--- src/rtl/pcm_port_pkg.sv ---
package pcm_port_pkg;
  timeunit 1ns;
  timeprecision 1ps;

  // positions of the oversampled pins inside the synchronizer vector
  localparam int unsigned PIN_BCLK  = 0;
  localparam int unsigned PIN_RSYNC = 1;
  localparam int unsigned PIN_XSYNC = 2;
  localparam int unsigned PIN_RDATA = 3;
  localparam int unsigned PIN_COUNT = 4;

  typedef enum logic [1:0] {
    RX_IDLE     = 2'd0,
    RX_ASSEMBLE = 2'd1,
    RX_DONE     = 2'd2
  } rx_state_e;

  typedef enum logic {
    TX_IDLE = 1'b0,
    TX_SEND = 1'b1
  } tx_state_e;
endpackage

--- src/rtl/pcm_in_sync.sv ---
module pcm_in_sync #(
  parameter int unsigned WIDTH  = 4,
  parameter int unsigned STAGES = 2
) (
  input  logic             clk,
  input  logic             rst_n,
  input  logic [WIDTH-1:0] din,
  output logic [WIDTH-1:0] dout
);
  timeunit 1ns;
  timeprecision 1ps;

  logic [STAGES-1:0][WIDTH-1:0] stage_q;
  logic [STAGES-1:0][WIDTH-1:0] stage_d;

  always_comb begin
    stage_d = {stage_q[STAGES-2:0], din};
  end

  always_ff @(posedge clk or negedge rst_n) begin
    if (!rst_n) begin
      stage_q <= '0;
    end else begin
      stage_q <= stage_d;
    end
  end

  assign dout = stage_q[STAGES-1];
endmodule

--- src/rtl/pcm_rx_deser.sv ---
module pcm_rx_deser
  import pcm_port_pkg::*;
#(
  parameter int unsigned WORD_W = 8
) (
  input  logic              clk,
  input  logic              rst_n,
  input  logic              sync_rise_i,
  input  logic              bit_fall_i,
  input  logic              bit_i,
  input  logic              pwr_save_i,
  output logic [WORD_W-1:0] word_o,
  output logic              valid_o,
  output logic              ferr_o
);
  timeunit 1ns;
  timeprecision 1ps;

  localparam int unsigned CNT_W = $clog2(WORD_W + 1);
  localparam logic [CNT_W-1:0] LAST_BIT = CNT_W'(WORD_W - 1);

  rx_state_e         state_q, state_d;
  logic [CNT_W-1:0]  cnt_q, cnt_d;
  logic [WORD_W-1:0] shift_q, shift_d;
  logic [WORD_W-1:0] word_q;
  logic              word_en;
  logic              valid_q, valid_d;
  logic              ferr_q, ferr_d;

  // next state
  always_comb begin
    state_d = state_q;
    cnt_d   = cnt_q;
    shift_d = shift_q;
    word_en = 1'b0;
    valid_d = 1'b0;
    ferr_d  = ferr_q;
    if (pwr_save_i) begin
      state_d = RX_IDLE;
      cnt_d   = '0;
    end else if (sync_rise_i) begin
      if (state_q == RX_ASSEMBLE && cnt_q != '0) begin
        ferr_d = 1'b1;
      end
      state_d = RX_ASSEMBLE;
      cnt_d   = '0;
    end else if (bit_fall_i && state_q == RX_ASSEMBLE) begin
      shift_d = {shift_q[WORD_W-2:0], bit_i};
      if (cnt_q == LAST_BIT) begin
        word_en = 1'b1;
        valid_d = 1'b1;
        state_d = RX_DONE;
        cnt_d   = '0;
      end else begin
        cnt_d = cnt_q + CNT_W'(1);
      end
    end
  end

  // registers
  always_ff @(posedge clk or negedge rst_n) begin
    if (!rst_n) begin
      state_q <= RX_IDLE;
      cnt_q   <= '0;
      shift_q <= '0;
      word_q  <= '0;
      valid_q <= 1'b0;
      ferr_q  <= 1'b0;
    end else begin
      state_q <= state_d;
      cnt_q   <= cnt_d;
      shift_q <= shift_d;
      valid_q <= valid_d;
      ferr_q  <= ferr_d;
      if (word_en) begin
        word_q <= shift_d;
      end
    end
  end

  assign word_o  = word_q;
  assign valid_o = valid_q;
  assign ferr_o  = ferr_q;


  valid_single_chk: assert property (@(posedge clk) disable iff (!rst_n)
    valid_q |=> !valid_q);


  valid_on_fall_chk: assert property (@(posedge clk) disable iff (!rst_n)
    $rose(valid_q) |-> $past(bit_fall_i));


  done_quiet_chk: assert property (@(posedge clk) disable iff (!rst_n)
    (state_q == RX_DONE && !sync_rise_i) |=> ($stable(word_q) && !valid_q));


  ferr_sticky_chk: assert property (@(posedge clk) disable iff (!rst_n)
    ferr_q |=> ferr_q);
endmodule

--- src/rtl/pcm_tx_ser.sv ---
module pcm_tx_ser
  import pcm_port_pkg::*;
#(
  parameter int unsigned WORD_W = 8
) (
  input  logic              clk,
  input  logic              rst_n,
  input  logic              sync_rise_i,
  input  logic              bit_rise_i,
  input  logic [WORD_W-1:0] word_i,
  input  logic              pwr_save_i,
  output logic              sd_o,
  output logic              oe_o
);
  timeunit 1ns;
  timeprecision 1ps;

  localparam int unsigned CNT_W = $clog2(WORD_W + 1);
  localparam logic [CNT_W-1:0] ALL_SENT = CNT_W'(WORD_W);

  tx_state_e         state_q, state_d;
  logic [CNT_W-1:0]  cnt_q, cnt_d;
  logic [WORD_W-1:0] shift_q, shift_d;
  logic              sd_q, sd_d;
  logic              oe_q, oe_d;

  // next state
  always_comb begin
    state_d = state_q;
    cnt_d   = cnt_q;
    shift_d = shift_q;
    sd_d    = sd_q;
    oe_d    = oe_q;
    if (pwr_save_i) begin
      state_d = TX_IDLE;
      cnt_d   = '0;
      oe_d    = 1'b0;
    end else if (sync_rise_i) begin
      state_d = TX_SEND;
      shift_d = word_i;
      cnt_d   = '0;
      oe_d    = 1'b0;
    end else if (bit_rise_i && state_q == TX_SEND) begin
      if (cnt_q != ALL_SENT) begin
        sd_d    = shift_q[WORD_W-1];
        shift_d = {shift_q[WORD_W-2:0], 1'b0};
        oe_d    = 1'b1;
        cnt_d   = cnt_q + CNT_W'(1);
      end else begin
        oe_d    = 1'b0;
        state_d = TX_IDLE;
      end
    end
  end

  // registers
  always_ff @(posedge clk or negedge rst_n) begin
    if (!rst_n) begin
      state_q <= TX_IDLE;
      cnt_q   <= '0;
      shift_q <= '0;
      sd_q    <= 1'b0;
      oe_q    <= 1'b0;
    end else begin
      state_q <= state_d;
      cnt_q   <= cnt_d;
      shift_q <= shift_d;
      sd_q    <= sd_d;
      oe_q    <= oe_d;
    end
  end

  assign sd_o = sd_q;
  assign oe_o = oe_q;


  oe_launch_chk: assert property (@(posedge clk) disable iff (!rst_n)
    $rose(oe_q) |-> $past(bit_rise_i));


  sd_hold_chk: assert property (@(posedge clk) disable iff (!rst_n)
    (oe_q && !bit_rise_i) |=> $stable(sd_q));


  oe_save_chk: assert property (@(posedge clk) disable iff (!rst_n)
    pwr_save_i |=> !oe_q);
endmodule

--- src/rtl/pcm_clk_watch.sv ---
module pcm_clk_watch #(
  parameter int unsigned STALL_W = 16
) (
  input  logic               clk,
  input  logic               rst_n,
  input  logic               edge_i,
  input  logic [STALL_W-1:0] limit_i,
  output logic               save_o
);
  timeunit 1ns;
  timeprecision 1ps;

  logic [STALL_W-1:0] idle_q, idle_d;

  // next state: count quiet cycles, saturating at the limit
  always_comb begin
    idle_d = idle_q;
    if (edge_i) begin
      idle_d = '0;
    end else if (idle_q < limit_i) begin
      idle_d = idle_q + STALL_W'(1);
    end
  end

  always_ff @(posedge clk or negedge rst_n) begin
    if (!rst_n) begin
      idle_q <= '0;
    end else begin
      idle_q <= idle_d;
    end
  end

  assign save_o = (idle_q >= limit_i);


  wake_chk: assert property (@(posedge clk) disable iff (!rst_n)
    (edge_i && limit_i != '0) |=> !save_o);


  save_hold_chk: assert property (@(posedge clk) disable iff (!rst_n)
    (save_o && !edge_i && $stable(limit_i)) |=> save_o);
endmodule

--- src/rtl/pcm_voice_port.sv ---
module pcm_voice_port
  import pcm_port_pkg::*;
#(
  parameter int unsigned WORD_W      = 8,
  parameter int unsigned SYNC_STAGES = 2,
  parameter int unsigned STALL_W     = 16
) (
  input  logic               clk,
  input  logic               rst_n,
  input  logic               bclk_i,
  input  logic               rx_sync_i,
  input  logic               rx_sd_i,
  input  logic               tx_sync_i,
  input  logic [WORD_W-1:0]  tx_word_i,
  input  logic [STALL_W-1:0] stop_limit_i,
  output logic [WORD_W-1:0]  rx_word_o,
  output logic               rx_valid_o,
  output logic               rx_ferr_o,
  output logic               tx_sd_o,
  output logic               tx_oe_o,
  output logic               pwr_save_o
);
  timeunit 1ns;
  timeprecision 1ps;

  localparam int unsigned EDGE_PINS = PIN_XSYNC + 1;

  // reset: asserted at once, released through two flops
  logic rst_meta_q, rst_sync_q;
  always_ff @(posedge clk or negedge rst_n) begin
    if (!rst_n) begin
      rst_meta_q <= 1'b0;
      rst_sync_q <= 1'b0;
    end else begin
      rst_meta_q <= 1'b1;
      rst_sync_q <= rst_meta_q;
    end
  end

  logic [PIN_COUNT-1:0] pins_raw, pins_sync;
  assign pins_raw[PIN_BCLK]  = bclk_i;
  assign pins_raw[PIN_RSYNC] = rx_sync_i;
  assign pins_raw[PIN_XSYNC] = tx_sync_i;
  assign pins_raw[PIN_RDATA] = rx_sd_i;

  pcm_in_sync #(
    .WIDTH  (PIN_COUNT),
    .STAGES (SYNC_STAGES)
  ) u_in_sync (
    .clk   (clk),
    .rst_n (rst_sync_q),
    .din   (pins_raw),
    .dout  (pins_sync)
  );

  // one-cycle edge pulses on the synchronized clock and sync pins
  logic [EDGE_PINS-1:0] prev_q;
  logic [EDGE_PINS-1:0] rise_ev, fall_ev;

  always_ff @(posedge clk or negedge rst_sync_q) begin
    if (!rst_sync_q) begin
      prev_q <= '0;
    end else begin
      prev_q <= pins_sync[EDGE_PINS-1:0];
    end
  end

  for (genvar p = 0; p < EDGE_PINS; p++) begin : g_edge
    assign rise_ev[p] =  pins_sync[p] & ~prev_q[p];
    assign fall_ev[p] = ~pins_sync[p] &  prev_q[p];
  end

  logic bclk_any_edge;
  logic save;
  assign bclk_any_edge = rise_ev[PIN_BCLK] | fall_ev[PIN_BCLK];

  pcm_clk_watch #(
    .STALL_W (STALL_W)
  ) u_clk_watch (
    .clk     (clk),
    .rst_n   (rst_sync_q),
    .edge_i  (bclk_any_edge),
    .limit_i (stop_limit_i),
    .save_o  (save)
  );

  pcm_rx_deser #(
    .WORD_W (WORD_W)
  ) u_rx (
    .clk         (clk),
    .rst_n       (rst_sync_q),
    .sync_rise_i (rise_ev[PIN_RSYNC]),
    .bit_fall_i  (fall_ev[PIN_BCLK]),
    .bit_i       (pins_sync[PIN_RDATA]),
    .pwr_save_i  (save),
    .word_o      (rx_word_o),
    .valid_o     (rx_valid_o),
    .ferr_o      (rx_ferr_o)
  );

  pcm_tx_ser #(
    .WORD_W (WORD_W)
  ) u_tx (
    .clk         (clk),
    .rst_n       (rst_sync_q),
    .sync_rise_i (rise_ev[PIN_XSYNC]),
    .bit_rise_i  (rise_ev[PIN_BCLK]),
    .word_i      (tx_word_i),
    .pwr_save_i  (save),
    .sd_o        (tx_sd_o),
    .oe_o        (tx_oe_o)
  );

  assign pwr_save_o = save;


  save_rx_quiet_chk: assert property (@(posedge clk) disable iff (!rst_sync_q)
    pwr_save_o |=> !rx_valid_o);


  reset_outputs_chk: assert property (@(posedge clk)
    !rst_sync_q |-> (!rx_valid_o && !tx_oe_o && !rx_ferr_o));
endmodule

--- config.mk ---
export PLATFORM = sky130hd
export DESIGN_NAME = pcm_voice_port
export DESIGN_NICKNAME = d
export VERILOG_FILES = /design/src/rtl/pcm_port_pkg.sv /design/src/rtl/pcm_in_sync.sv /design/src/rtl/pcm_rx_deser.sv /design/src/rtl/pcm_tx_ser.sv /design/src/rtl/pcm_clk_watch.sv /design/src/rtl/pcm_voice_port.sv
export SDC_FILE = /design/constraint.sdc
export NUM_CORES = 1
export LEC_CHECK = 0
export BUFFER_PORTS_ARGS = -buffer_cell sky130_fd_sc_hd__buf_2
export CAP_MARGIN = 20
export CORE_MARGIN = 1
export CORE_UTILIZATION = 55
export DETAILED_ROUTE_END_ITERATION = 6
export PLACE_DENSITY = 0.82
export SYNTH_ARGS = -nofsm -noshare
export SYNTH_HDL_FRONTEND = slang
export SYNTH_SLANG_ARGS = --single-unit
--- constraint.sdc ---
create_clock -name clk -period 3.86 [get_ports clk]
set_clock_uncertainty 0.15 [all_clocks]
set_input_delay 0.193 -clock clk [delete_from_list [all_inputs] [get_ports clk]]
set_output_delay 0.193 -clock clk [all_outputs]
set_load 0.03 [all_outputs]
==> results.txt <==
----------------------------------------------------
[GRT]
  Number of antenna violations at the first check in global routing ... 0
  First-pass GRT wire length ... between 10,000 and 15,000 um
  Overall Global Routing Usage ... 22.0%
  Global route overflow ... 0
  Maximum number of pins on one net before global-route repair ... between 40 and 50
  Via count of the first global-routing pass ... between 2,000 and 2,500

[Power and ir drop]
  Leakage component of the power ... 1.87 nW
  Switching power share of the total ... 25.6%
  Ratio of total power to cell area ... roughly 430 mW/mm^2
  Combinational fraction of design power ... a little under an eighth
  Power Total ... between 0.0015 and 0.002 W
  Internal power component ... between 0.001 and 0.0015 W
  Clock group share of total power ... about two fifths
  Proportion of power drawn by flip-flops and latches ... 49.4%
  Net switching component of the power ... ~0.00043 W
  VDD IR-drop max ... between 0.0004 and 0.0005 V

[Routing]
  Vias per Instance ... between 5 and 6
  First-pass iteration count of the detailed router ... 4
  Routed Antenna Nets ... 0
  Final Routed Wirelength ... approximately 6100 um
  Number of design rule violations left after detail routing ... 0
  Average wire per standard cell ... ~14 um
  DR vias ... between 2,000 and 2,500
  Violation count after the first detailed-route iteration ... 126

[CTS]
  Number of clock sinks ... 67
  Clock insertion delay at the later pin of the skew report ... about 340 ps
  TritonCTS clock tree ... built
  Count of H-tree levels built during CTS ... 3
  Cell at the root of the clock tree ... clkbuf_8
  Number of gates resized after CTS ... 0
  Number of buffers inserted during clock tree synthesis ... 9
  Maximum count of clock buffers along a single path ... 2
  Clock transition at path regs ... approximately 70 ps

[STA]
  Ratio of final minimum period to clock period ... 76.7%
  Number of pins with negative max-slew slack in the final report ... 0
  Final Hold Vio Count ... 0
  Slew HR ... between 30% and 40%
  Setup TNS after final layout ... 0 ps
  Tmin final ... about 3000 ps
  Total setup violations reported at the end of the flow ... 0
  Fmax achieved ... 0.338 GHz
  RSZ-0062 raised after global routing ... no
  Slew of the pin with the lowest slew margin ... 972 ps
  Final worst-path setup slack ... between 800 and 900 ps

[Placement]
  Final Wtd Congestion ... a little over 0.8
  Number of cells in the design after placement ... slightly above 400
  Detailed placer's ending HPWL ... ~4300 um
  Buffers on Ports ... 42
  Worst setup slack before clock tree synthesis ... about 1100 ps

[Synthesis]
  Async set-reset flop share out of synthesis ... between 90% and 100%
  Average cell area after synthesis ... 10.9 um^2
  Dominant cells by area after synthesis ... dfrtp_1 (51%), ha_1 (8.7%), mux2_4 (4.1%)
  Netlist area before placement ... 0.00330 mm^2
  Simple-gate area share of the yosys netlist ... between 15 and 20%
  Yosys top cell area share ... about 51%
  Mux cell area share after synthesis ... under 10%
  Portion of the post-synthesis area used by sequential elements ... about half
  Top FF cell, synth ... dfrtp_1
  Main combinational cell family by area after synthesis ... simple AND/OR/NAND/NOR gates
  Synthesized netlist net count ... between 300 and 400
  Cell count after synthesis ... slightly above 300
  Synth Register Bits ... 67
  Xor and xnor fraction of the mapped netlist area ... under 10%
  Syn. warnings ... 0
  Synth Area in Compound Gates ... around an eighth
  Arithmetic-cell share of the synthesized area counting full adders, half adders and majority gates ... about 8.7%
  Cell type contributing the most total cell area after synthesis ... dfrtp_1
  Post-synth EDFFs ... 0
  Count of distinct cell types in the synthesized netlist ... between 40 and 50

[Worst hold path]
  Startpoint of the tightest hold check path ... tx_word_i[2]
  Tightest Hold Check Type ... primary input to flop
  Min-Delay Endpoint ... u_tx.shift_q[2]
  Cell depth of the worst min-delay path ... 3

[Cells and area]
  Antenna cells ... 0
  Area growth from synthesis to layout ... 17.5%
  Number of fillers in the final layout ... 428
  Share of layout cells above drive strength 1 ... about a quarter
  Final std cells w/o fill ... between 400 and 500
  Nets ... a little over 400

[Worst setup path]
  Arrival time of data at the critical path endpoint ... between 2000 and 3000 ps
  R2r setup slk ... roughly 1100 ps
  Worst r2r path cells ... 7
  Critical path endpoint category ... output pin
  Data required time at the worst endpoint ... 3520 ps
  Reg2reg end ... u_clk_watch.idle_q[12]
  Crit Reg-Reg Startpoint ... u_clk_watch.idle_q[13]
  Path type of the worst setup path ... flop to output pin
  Critical Path Fanout Max ... 11
  Sort of element at the start of the critical path ... flop

[Die]
  Initial standard-cell utilization of the core ... between 50% and 60%
  Num rows ... 27
  I/O pin total ... 43
  Core Region ... between 0.005 and 0.006 mm^2
  Die Y-Extent ... around 79 um
  Overall die area ... between 0.006 and 0.007 mm^2
  Width of the die ... 79.4 um

[Job]
  Max-cap violations ... 0

[Outcome]
  Outcome ... completed

----------------------------------------------------
cell usage after synthesis, types with 2 or more instances:
library cell,count
mux2_2,6
mux2i_1,2
ha_1,23
and2_1,2
a2bb2oi_1,7
a21oi_1,26
nor2_8,2
xnor2_1,3
nand3_1,7
and4_1,2
nor3_1,2
xor2_1,3
mux2_4,9
or3_1,12
clkbuf_1,3
buf_2,3
nand4_1,7
or4_1,2
nand2_1,19
inv_1,29
nor2b_1,4
dfrtp_1,67
o22ai_1,7
nor2_1,22
o21ai_0,16
per-layer routing:
layer | up-vias | wire [um] | GRT usage, %
met5 | - | 0 | 0
met4 | 0 | 93 | 8.18
met3 | 12 | 238 | 6.17
met2 | 59 | 2960 | 37.0
met1 | 1166 | 2860 | 27.0
li1 | 1174 | - | -
worst max path at each step:
stage	from	to	slack, ps	depth (start not counted)
finish	u_clk_watch.idle_q[15]	pwr_save_o	900	7
global route	u_clk_watch.idle_q[15]	pwr_save_o	810	7
CTS	u_clk_watch.idle_q[15]	pwr_save_o	900	7
detailed placement	u_clk_watch.idle_q[13]	u_clk_watch.idle_q[12]	1080	7
global placement	u_clk_watch.idle_q[13]	u_clk_watch.idle_q[15]	1150	7
floorplan	u_clk_watch.idle_q[15]	u_tx.sd_o	1300	8
layout by cell type, fill, tap and decap left out, types with 2 or more instances in the layout:
| cell | instances |
|---|---|
| xnor2_1 | 3 |
| o22ai_1 | 7 |
| or3_1 | 12 |
| bufinv_16 | 2 |
| dfrtp_1 | 66 |
| nor2_1 | 22 |
| nand2_1 | 19 |
| ha_1 | 23 |
| dlygate4sd3_1 | 7 |
| inv_1 | 29 |
| a21oi_1 | 26 |
| a2bb2oi_1 | 7 |
| nand4_1 | 7 |
| or4_1 | 2 |
| nor2b_1 | 4 |
| mux2_4 | 9 |
| clkbuf_8 | 10 |
| o21ai_0 | 16 |
| mux2_2 | 6 |
| buf_2 | 42 |
| nand3_1 | 7 |
| and2_1 | 2 |
| and4_1 | 2 |
| clkinv_2 | 2 |
| xor2_1 | 3 |
| mux2i_1 | 2 |
| nor3_1 | 2 |
| nor2_8 | 2 |
what timing repair did:
item                                   CTS  global route
endpoints found under the hold margin    7             0
setup buffers                            0             0
hold buffers                             7             0
state kept, by name, indices dropped and copies added (netlist names), 2 cells and up:
name                cells
u_clk_watch.idle_q     16
u_rx.word_o             8
u_tx.shift_q            8
u_rx.shift_q            7
u_in_sync.dout          4
u_in_sync.stage_d       4
u_rx.cnt_q              4
u_tx.cnt_q              4
prev_q                  3
u_rx.state_q            2
per-stage QoR:
stage | utilization (%) | area [um^2] | hold slack (ps)
after CTS | 68.7 | 3870 | 33.1
final | 68.7 | 3870 | 44.9
after detailed placement | 63.4 | 3580 | -170
after global placement | 63.4 | 3580 | -171
after global routing | 68.7 | 3870 | 53.1
after floorplan | - | 3300 | -253
kinds of logic after synthesis:
kind of cell               after synthesis
adders and majority gates               23
xor gates and xnor gates                 6
buffers and inverters                   36
other                                    1
and+or+nand+nor                         88
muxes                                   18
AOI/OAI and AO/OA                       63
DFF                                     67
power groups by stage:
stage,registers [W],logic (W),clock network [W]
floorplan,0.000840,0.000133,0
global placement,0.000839,0.000184,0
detailed placement,0.000845,0.000193,0
CTS,0.000832,0.000200,0.000669
global route,0.000842,0.000225,0.000705
finish,0.000831,0.000197,0.000654
area by class of cell:
cell class / instances / area [um^2] / area share [%]
Tap cell: 72 / 90.1 / 2.33
Multi-Input combinational cell: 199 / 1480 / 38.2
Inverter: 30 / 113 / 2.91
Clock inverter: 6 / 87.6 / 2.26
Sequential cell: 67 / 1680 / 43.3
Clock buffer: 10 / 138 / 3.55
Timing Repair Buffer: 50 / 288 / 7.43
worst max-delay path: stages (launching register included):
cell     delay [ps]
dfrtp_1         400
ha_1            340
nand4_2         170
or4_4           580
a31o_4          240
and3_4          220
inv_2           110
buf_2           210
Note: power is estimated with default switching activity, not from simulation.
